[src/rtl/sreg_guard_pkg.sv]
package sreg_guard_pkg;

    typedef struct packed {
        logic       lock;
        logic       aai;
        logic [1:0] level;
        logic       wel;
        logic       busy;
        logic       armed;
    } sreg_state_t;

    // bits a status write may alter: lock and the two level bits
    localparam logic [7:0] SR_WR_MASK = 8'h8C;
    localparam logic [7:0] SR_RESET   = 8'h0C;

    function automatic logic [7:0] pack_status(sreg_state_t s);
        return {s.lock, s.aai, 2'b00, s.level, s.wel, s.busy};
    endfunction

endpackage

[src/rtl/sreg_range_check.sv]
module sreg_range_check #(
    parameter int ADDR_W = 17
) (
    input  logic [1:0]        level_i,
    input  logic [ADDR_W-1:0] top_addr_i,
    output logic              hit_o
);
    localparam logic [ADDR_W-1:0] QTR_BASE  = {2'b11, {(ADDR_W-2){1'b0}}};
    localparam logic [ADDR_W-1:0] HALF_BASE = {1'b1, {(ADDR_W-1){1'b0}}};

    // protected area is always the top of the array, so the target's
    // highest address alone decides the overlap
    always_comb begin
        unique case (level_i)
            2'b00:   hit_o = 1'b0;
            2'b01:   hit_o = (top_addr_i >= QTR_BASE);
            2'b10:   hit_o = (top_addr_i >= HALF_BASE);
            default: hit_o = 1'b1;
        endcase
    end
endmodule

[src/rtl/sreg_core.sv]
module sreg_core
    import sreg_guard_pkg::*;
(
    input  logic        clk,
    input  logic        rst_n,
    input  logic        ev_wren_i,
    input  logic        ev_wrdi_i,
    input  logic        ev_ewsr_i,
    input  logic        ev_wrsr_i,
    input  logic [7:0]  wrsr_data_i,
    input  logic        ev_other_i,
    input  logic        ev_wr_done_i,
    input  logic        aai_start_i,
    input  logic        aai_top_i,
    input  logic        busy_i,
    input  logic        wp_n_i,
    output sreg_state_t state_o
);
    sreg_state_t st_d, st_q;
    logic [7:0]  wr_masked;
    logic        any_instr;
    logic        wr_allowed;

    always_comb begin
        st_d       = st_q;
        wr_masked  = wrsr_data_i & SR_WR_MASK;
        any_instr  = ev_wren_i | ev_wrdi_i | ev_ewsr_i | ev_wrsr_i | ev_other_i;
        wr_allowed = ev_wrsr_i & st_q.armed & (wp_n_i | ~st_q.lock);

        st_d.busy = busy_i;
        if (ev_wren_i)   st_d.wel = 1'b1;
        if (aai_start_i) st_d.aai = 1'b1;
        if (ev_wrdi_i) begin
            st_d.wel = 1'b0;
            st_d.aai = 1'b0;
        end
        if (ev_wr_done_i) st_d.wel = 1'b0;
        if (aai_top_i) begin
            st_d.wel = 1'b0;
            st_d.aai = 1'b0;
        end
        if (wr_allowed) begin
            st_d.lock  = wr_masked[7];
            st_d.level = wr_masked[3:2];
        end
        if (any_instr) st_d.armed = ev_ewsr_i;
    end

    always_ff @(posedge clk or negedge rst_n) begin
        if (!rst_n) begin
            st_q       <= '0;
            st_q.level <= 2'b11;
        end else begin
            st_q <= st_d;
        end
    end

    assign state_o = st_q;


    wren_sets_wel_chk: assert property (@(posedge clk) disable iff (!rst_n)
        ev_wren_i && !ev_wrdi_i && !ev_wr_done_i && !aai_top_i |=> state_o.wel);


    done_clears_wel_chk: assert property (@(posedge clk) disable iff (!rst_n)
        ev_wr_done_i |=> !state_o.wel);


    unarmed_write_chk: assert property (@(posedge clk) disable iff (!rst_n)
        ev_wrsr_i && !state_o.armed |=> $stable({state_o.lock, state_o.level}));


    locked_write_chk: assert property (@(posedge clk) disable iff (!rst_n)
        ev_wrsr_i && !wp_n_i && state_o.lock |=> $stable({state_o.lock, state_o.level}));


    lock_hold_chk: assert property (@(posedge clk) disable iff (!rst_n)
        $fell(state_o.lock) |-> $past(wp_n_i));


    aai_set_chk: assert property (@(posedge clk) disable iff (!rst_n)
        aai_start_i && !ev_wrdi_i && !aai_top_i |=> state_o.aai);
endmodule

[src/rtl/sreg_guard.sv]
module sreg_guard
    import sreg_guard_pkg::*;
#(
    parameter int ADDR_W = 17
) (
    input  logic              clk,
    input  logic              rst_n,
    input  logic              ev_wren_i,
    input  logic              ev_wrdi_i,
    input  logic              ev_ewsr_i,
    input  logic              ev_wrsr_i,
    input  logic [7:0]        wrsr_data_i,
    input  logic              ev_other_i,
    input  logic              ev_wr_done_i,
    input  logic              aai_start_i,
    input  logic              aai_top_i,
    input  logic              busy_i,
    input  logic              wp_n_i,
    input  logic [ADDR_W-1:0] top_addr_i,
    output logic [7:0]        status_o,
    output logic              wel_o,
    output logic              prot_hit_o
);
    sreg_state_t st;

    sreg_core i_core (
        .clk          (clk),
        .rst_n        (rst_n),
        .ev_wren_i    (ev_wren_i),
        .ev_wrdi_i    (ev_wrdi_i),
        .ev_ewsr_i    (ev_ewsr_i),
        .ev_wrsr_i    (ev_wrsr_i),
        .wrsr_data_i  (wrsr_data_i),
        .ev_other_i   (ev_other_i),
        .ev_wr_done_i (ev_wr_done_i),
        .aai_start_i  (aai_start_i),
        .aai_top_i    (aai_top_i),
        .busy_i       (busy_i),
        .wp_n_i       (wp_n_i),
        .state_o      (st)
    );

    sreg_range_check #(.ADDR_W(ADDR_W)) i_range (
        .level_i    (st.level),
        .top_addr_i (top_addr_i),
        .hit_o      (prot_hit_o)
    );

    assign status_o = pack_status(st);
    assign wel_o    = st.wel;


    full_level_hit_chk: assert property (@(posedge clk) disable iff (!rst_n)
        status_o[3:2] == 2'b11 |-> prot_hit_o);


    no_level_clear_chk: assert property (@(posedge clk) disable iff (!rst_n)
        status_o[3:2] == 2'b00 |-> !prot_hit_o);
endmodule

[config.mk]
export PLATFORM = sky130hd
export DESIGN_NAME = sreg_guard
export DESIGN_NICKNAME = d
export VERILOG_FILES = /design/src/rtl/sreg_guard_pkg.sv /design/src/rtl/sreg_range_check.sv /design/src/rtl/sreg_core.sv /design/src/rtl/sreg_guard.sv
export SDC_FILE = /design/constraint.sdc
export NUM_CORES = 1
export LEC_CHECK = 0
export CAP_MARGIN = 5
export CORE_AREA = 5 5 42 44
export CTS_CLUSTER_DIAMETER = 60
export DETAILED_ROUTE_END_ITERATION = 10
export DIE_AREA = 0 0 47 49
export DONT_BUFFER_PORTS = 1
export SYNTH_ARGS = -nofsm -noshare
export SYNTH_HDL_FRONTEND = slang
export SYNTH_SLANG_ARGS = --single-unit
[constraint.sdc]
create_clock -name clk -period 1.7 [get_ports clk]
set_input_delay 0.085 -clock clk [delete_from_list [all_inputs] [get_ports clk]]
set_output_delay 0.085 -clock clk [all_outputs]
set_load 0.005 [all_outputs]
==> impl_results.md, run 1 <==
- Run status: finished clean
- Vias per inst: 4.41
- WS Path Type: primary input to flip-flop
- Footprint of the multi-input gates: 108 um2
- Reg2reg setup slack: 0.46 ns
- Main combinational cell family by area after synthesis: buffers and inverters
- GP Congestion: 0.626
- Layout cells sized above 1: 0.237
- Met1 WL: 227 um
- Number of sinks on the clock net: 7
- Initial DRC count: 1
- Largest cells by area after synthesis: dfrtp_1, buf_4, dfstp_2
- Leakage power: 0.000192 uW
- Tmin final: 1.28 ns
- Sw frac: 0.230
- CP Data Arrival Time: 1.46 ns
- DR vias: 238
- Worst path required time: 1.88 ns
- Mapped Area: 345 um2
- GRT Residual Overflow: 0
- CTS H-tree lvls: 1
- Hold Vio Cnt, Final: 0
- Die Ht: 49 um
- Startpoint types: primary input
- First-pass GRT wire length: 1020 um
- DRT antenna net count: 0
- Commonest non-fill, non-tap cell in the layout: dlygate4sd3_1
- IO Port Bufs: 0
- Sequential Area: 178 um2
- CTS clk-pin slew, worst paths: 0.05 ns
- Routed WL per cell: 12.6 um
- Part of the power in registers: 0.512
- Clock buffer count from CTS: 3
- Critical Path Source: aai_top_i
- Vias in the first global route: 234
- Area grow syn2layout: 26.1%
- Final net count: 76
- Max reg flops: 7
- Yosys warning count: 0
- Mapped Cells: 31
- WL met3: 161 um
- Highest Signal Layer: met3
- Longest Clk Path Bufs: 2
- Worst Skew: 0.00565 ns
- Initial antenna violation count: 0
- Maximum Capacitance Violations: 0
- Worst r2r src: i_core.state_o[2]$_DFFE_PN0P_
- Metal2 WL: 292 um
- Setup TNS: 0 ns
- Antenna cells: 0
- RSZ-0062 raised after global routing: false
- Cell variety after synth: 16
- CP Capture Point: i_core.state_o[2]$_DFFE_PN0P_
- Number of I/O pins: 47
- Post-synthesis simple-gate area fraction: 0.0978
- Post-CTS Setup Inserts: 0
- Core Rows: 14
- Largest net degree at the start of global routing: 8
- Die area: 2300 um2
- Clock power frac: 0.353
- Initial Utilization: 0.246
- Router iterations before antenna repair: 3
- Post-synth top area cell: dfrtp_1
- Final period util: 0.755
- Hold/Removal Path Class: primary input to flip-flop
- Sw power: 95.9 uW
- Total GRT Usage: 0.0673
- Sequential area share after synthesis: 0.514
- Fmax: 779 MHz
- Yosys top cell area share: 0.362
- Final WL: 680 um
- Fillers: 152
- Post-synthesis mux area share: 0.0652
- # setup viols final: 0
- Final std cells w/o fill: 54
- Die W: 47 um
- Worst reg2reg path endpoint: i_core.state_o[2]$_DFFE_PN0P_
- Synth Area in Compound Gates: 0.127
- Dpl cells: 40
- Worst-Skew Late Latency: 0.25 ns
- Int Pwr: 320 uW
- Crit end category: flip-flop
- Clock Root Buffer: clkbuf_4
- Synth Area in XOR/XNOR: 0
- Logic pwr share: 0.135
- Post-Syn Area per Cell: 11.1 um2
- CTS tree: done
- Max Slew Vio Count: 0
- Remaining DRCs: 0
- Crit Path Max Fanout: 2
- Synthesized flop and latch total: 7
- Max rail drop VDD: 0.405 mV
- Core area: 1400 um2
- Most frequent cells in the layout: dlygate4sd3_1, dfrtp_1, clkbuf_4
- Adder-cell share of the synthesized area: 0
- Detailed placer's ending HPWL: 553 um
- Power density over the cells: 956 nW/um2
- Worst-case reg-to-reg path depth: 3
area by class of cell:
cell class                 instances  share of cell area
timing repair buffer              10               0.230
tap                               16              0.0460
clock buffer                       4              0.0603
inverter                           1             0.00862
sequential                         7               0.408
multi-input combinational         16               0.247
cells in the mapped netlist:
| master | n |
|---|---|
| a21o_1 | 1 |
| inv_1 | 1 |
| a21o_2 | 1 |
| nor3_1 | 1 |
| dfrtp_1 | 5 |
| nand3_1 | 1 |
| buf_4 | 8 |
| nand2_1 | 1 |
| a22o_1 | 1 |
| mux2_2 | 2 |
| conb_1 | 1 |
| nor4_1 | 2 |
| nor2_1 | 2 |
| dfstp_2 | 2 |
| a21oi_2 | 1 |
| a32o_1 | 1 |
through the flow:
step	cell area [um2]	hold slack [ns]	util	total power [uW]	setup WS, ns
final	435	0.0192	0.311	416	0.416
after global placement	309	-0.210	0.221	252	0.672
after detailed placement	309	-0.210	0.221	253	0.667
after CTS	435	0.00965	0.311	427	0.420
after global routing	435	0.00470	0.311	450	0.401
after floorplan	349	-0.211	-	271	0.740
worst max-delay path, cell delays in order:
cell	delay, ns
dlygate4sd3_1	0.55
nor4_1	0.25
dlygate4sd3_1	0.58
kinds of logic after synthesis:
group	count (synthesis)
AOI/OAI and AO/OA	5
muxes	2
other	1
DFF	7
buffers and inverters	9
and+or+nand+nor	7
what timing repair did:
action                                  in CTS  in global routing
hold buffers                                10                  0
endpoints found under the hold margin       14                  0
endpoints found under the setup margin       0                  0
gates resized for setup                      0                  0
power groups by stage:
stage	sequential, uW	combinational, uW	clock (uW)
3_3_place_gp	216	35.7	0
5_1_grt	216	62.4	172
3_5_place_dp	217	36.4	0
4_1_cts	214	57.0	156
6_report	213	56.1	147
2_1_floorplan	208	63.1	0
routing by layer:
metal / up-vias / GRT usage
li1: 111 / -
met2: 21 / 0.0860
met1: 106 / 0.0582
met3: 0 / 0.0923
met4: 0 / 0.0276
met5: - / 0
how the worst min path moves through the flow:
stage,start,endpoint,cells after the start
after CTS,wrsr_data_i[7],i_core.state_o[6]$_DFFE_PN0P_,1
after global placement,rst_n,i_core.state_o[1]$_DFF_PN0_,0
final,wrsr_data_i[7],i_core.state_o[6]$_DFFE_PN0P_,1
after detailed placement,rst_n,i_core.state_o[1]$_DFF_PN0_,0
after global routing,wrsr_data_i[7],i_core.state_o[6]$_DFFE_PN0P_,1
after floorplan,rst_n,i_core.state_o[0]$_DFFE_PN0P_,0
Power figures use the tool's default switching activity.
==> run 2: changes to the inputs <==
- ABC_AREA: default -> 1
- clock period: 1.7 -> 1.3 ns (I/O delays scaled with it)
==> impl_results.md, run 2 <==
- Run status: finished clean
- Max reg flops: 7 (unchanged)
- CTS clk-pin slew, worst paths: 0.05 ns (about the same)
- Vias per inst: 4.22 (-4.3%)
- CP Data Arrival Time: 1.42 ns (-0.04 ns)
- Routed WL per cell: 10.6 um (-16%)
- Post-synth EDFFs: 0 (unchanged)
- Initial Utilization: 0.261 (+0.0143)
- Pwr Total: 546 uW (+31%)
- Worst path cell trace: nor2_1, nor3_1, dlygate4sd3_1
- Ys flop type: dfrtp_1
- Yosys top cell area share: 0.342 (-0.0199)
- Commonest cells post-synth: nand2_1, buf_4, dfrtp_1, nand3_1, nor2_1
- Worst-Skew Late Latency: 0.24 ns (about the same)
- Levels on crit path: 3 (unchanged)
- Crit end category: flip-flop
- Mapped Area: 365 um2 (+5.8%)
- Worst Skew: 0.000767 ns (-0.00489 ns)
- Final period util: 0.955
- Synthesized flop and latch total: 7 (unchanged)
- Initial antenna violation count: 0 (unchanged)
- Sequential area share after synthesis: 0.486 (-0.0282)
- Most frequent cells in the layout: dlygate4sd3_1, nand2_1, nand3_1, nor2_1, dfrtp_1
- Total GRT Usage: 0.0695 (+0.00217)
- WHS: 0.0558 ns (+0.0365 ns)
- Die Ht: 49 um (unchanged)
- Initial DRC count: 0 (-1)
- Area grow syn2layout: 27.4%
- Longest Clk Path Bufs: 2 (unchanged)
- Worst path top cell family by delay: buffers and inverters
- Dpl ws: 0.528 ns (-0.139 ns)
- Max Slew Vio Count: 0 (unchanged)
- Footprint of the multi-input gates: 113 um2 (+4.7%)
- GRT Residual Overflow: 0 (unchanged)
- Layout cells sized above 1: 0.151 (-0.0859)
- Critical path buffer and inverter count: 1 (-1)
- WS Path Type: flip-flop to flip-flop
- Final net count: 91 (+20%)
- Worst path required time: 1.48 ns (-0.40 ns)
- IO Port Bufs: 0 (unchanged)
- Number of I/O pins: 47 (unchanged)
- First-pass GRT wire length: 1090 um (+6.8%)
- Final WL: 729 um (+7.2%)
- Antenna cells: 0 (unchanged)
- Hold Vio Cnt, Final: 0 (unchanged)
- Mapped Cells: 45 (+45%)
- Power density over the cells: 1170 nW/um2 (+23%)
- Largest cells by area after synthesis: dfrtp_1, buf_4, dfstp_2
- Final setup margin: 0.0588 ns (-0.357 ns)
- Fillers: 161 (+5.9%)
- Sequential Area: 178 um2 (unchanged)
- Post-CTS sizing: 0 (unchanged)
- Commonest non-fill, non-tap cell in the layout: dlygate4sd3_1
- Die W: 47 um (unchanged)
- Clock Root Buffer: clkbuf_4
- GP Congestion: 0.618 (-1.2%)
- Router iterations before antenna repair: 1 (-2)
- Crit Path Max Fanout: 3 (+1)
- Tmin final: 1.24 ns
- Setup TNS: 0 ns (unchanged)
- Post-Syn Area per Cell: 8.12 um2 (-27%)
- RSZ-0062 raised after global routing: false
- Yosys warning count: 0 (unchanged)
- DR vias: 291 (+22%)
- Startpoint types: flip-flop
- Most frequent cell after synthesis: nand2_1
- Core Rows: 14 (unchanged)
- Clock buffer count from CTS: 3 (unchanged)
- CTS tree: done
- # setup viols final: 0 (unchanged)
- Hold/Removal Path Class: primary input to flip-flop
- Cell variety after synth: 12 (-4)
- Fraction of registers with async set/reset: 1.00 (unchanged)
- Die area: 2300 um2 (unchanged)
- Fmax: 806 MHz
- Worst Hold Depth: 3 (+2)
- DRT antenna net count: 0 (unchanged)
- Max rail drop VDD: 0.359 mV (-11%)
- Largest net degree at the start of global routing: 8 (unchanged)
- Maximum Capacitance Violations: 0 (unchanged)
- Post-synth top area cell: dfrtp_1
- Slowest stage delay, CP: 0.56 ns (-0.02 ns)
- Remaining DRCs: 0 (unchanged)
- Core area: 1400 um2 (unchanged)
- Leakage power: 0.000236 uW (+23%)
- CTS H-tree lvls: 1 (unchanged)
- Worst-case reg-to-reg path depth: 3 (unchanged)
- Vias in the first global route: 265 (+13%)
- Slowest CP cell: dlygate4sd3_1
- Number of sinks on the clock net: 7 (unchanged)
## run 2: cell count changes after synthesis, sizes merged
cell,previous run,this run
nor4,2,0
o21ai,0,2
a21o,2,0
a32o,1,0
a21oi,1,0
nand3,1,5
nand2,1,11
a22o,1,0
mux2,2,0
inv,1,5
nor2,2,5
## run 2: cell type report
cell class	instances	share of cell area
Multi-Input combinational cell	26	0.242
Sequential cell	7	0.382
Timing Repair Buffer	11	0.237
Clock buffer	4	0.0565
Tap cell	16	0.0430
Inverter	5	0.0403
## run 2: metal layers
metal / vias up / global-route usage / part of all wire
li1: 144 / - / -
met1: 132 / 0.0695 / 0.34
met2: 15 / 0.0905 / 0.49
met3: 0 / 0.0775 / 0.17
met4: 0 / 0.0276 / 0
met5: - / 0 / 0
## run 2: worst paths after layout
| path | start | to | slack, ns |
|---|---|---|---|
| worst max register to register | i_core.state_o[2]$_DFFE_PN0P_ | i_core.state_o[2]$_DFFE_PN0P_ | 0.06 |
| max in group asynchronous | rst_n | i_core.state_o[4]$_DFFE_PN1P_ | 0.85 |
| worst min register to register | i_core.state_o[4]$_DFFE_PN1P_ | i_core.state_o[4]$_DFFE_PN1P_ | 0.48 |
| worst min-delay path | wp_n_i | i_core.state_o[6]$_DFFE_PN0P_ | 0.06 |
| worst max-delay path | i_core.state_o[2]$_DFFE_PN0P_ | i_core.state_o[2]$_DFFE_PN0P_ | 0.06 |
| min in group asynchronous | rst_n | i_core.state_o[6]$_DFFE_PN0P_ | 0.15 |
## run 2: timing repair
item                                   in CTS  in global routing
buffers inserted                            0                  0
hold buffers                               11                  0
endpoints found under the hold margin      14                  0
## run 2: report_power, final
group,switching (uW),leakage (uW),total (uW),internal [uW]
combinational,37.2,0.000138,76.6,39.4
sequential,23.4,0.0000831,274,251
clock,78.5,0.0000150,195,117
total,139,0.000236,546,407
## run 2: per-stage QoR
stage | cell area (um2) | std cells | util
6_report | 465 | 69 | 0.332
5_1_grt | 465 | 69 | 0.332
4_1_cts | 465 | 69 | 0.332
3_5_place_dp | 329 | 54 | 0.235
3_3_place_gp | 329 | 54 | 0.235
2_1_floorplan | 369 | 46 | -
## run 2: tightest hold or removal path, cell delays in order
cell and delay [ns]:
inv_1 0.06, o21ai_0 0.08, nand2_1 0.06
## run 2: logic make-up (layout without fill, tap and decap cells)
| kind of cell | count (synthesis) | count (layout) | share of synthesized area |
|---|---|---|---|
| and+or+nand+nor | 22 | 22 | 0.260 |
| other | 1 | 2 | 0.0103 |
| AOI/OAI and AO/OA | 2 | 2 | 0.0274 |
| buffers and inverters | 13 | 20 | 0.216 |
| DFF | 7 | 7 | 0.486 |
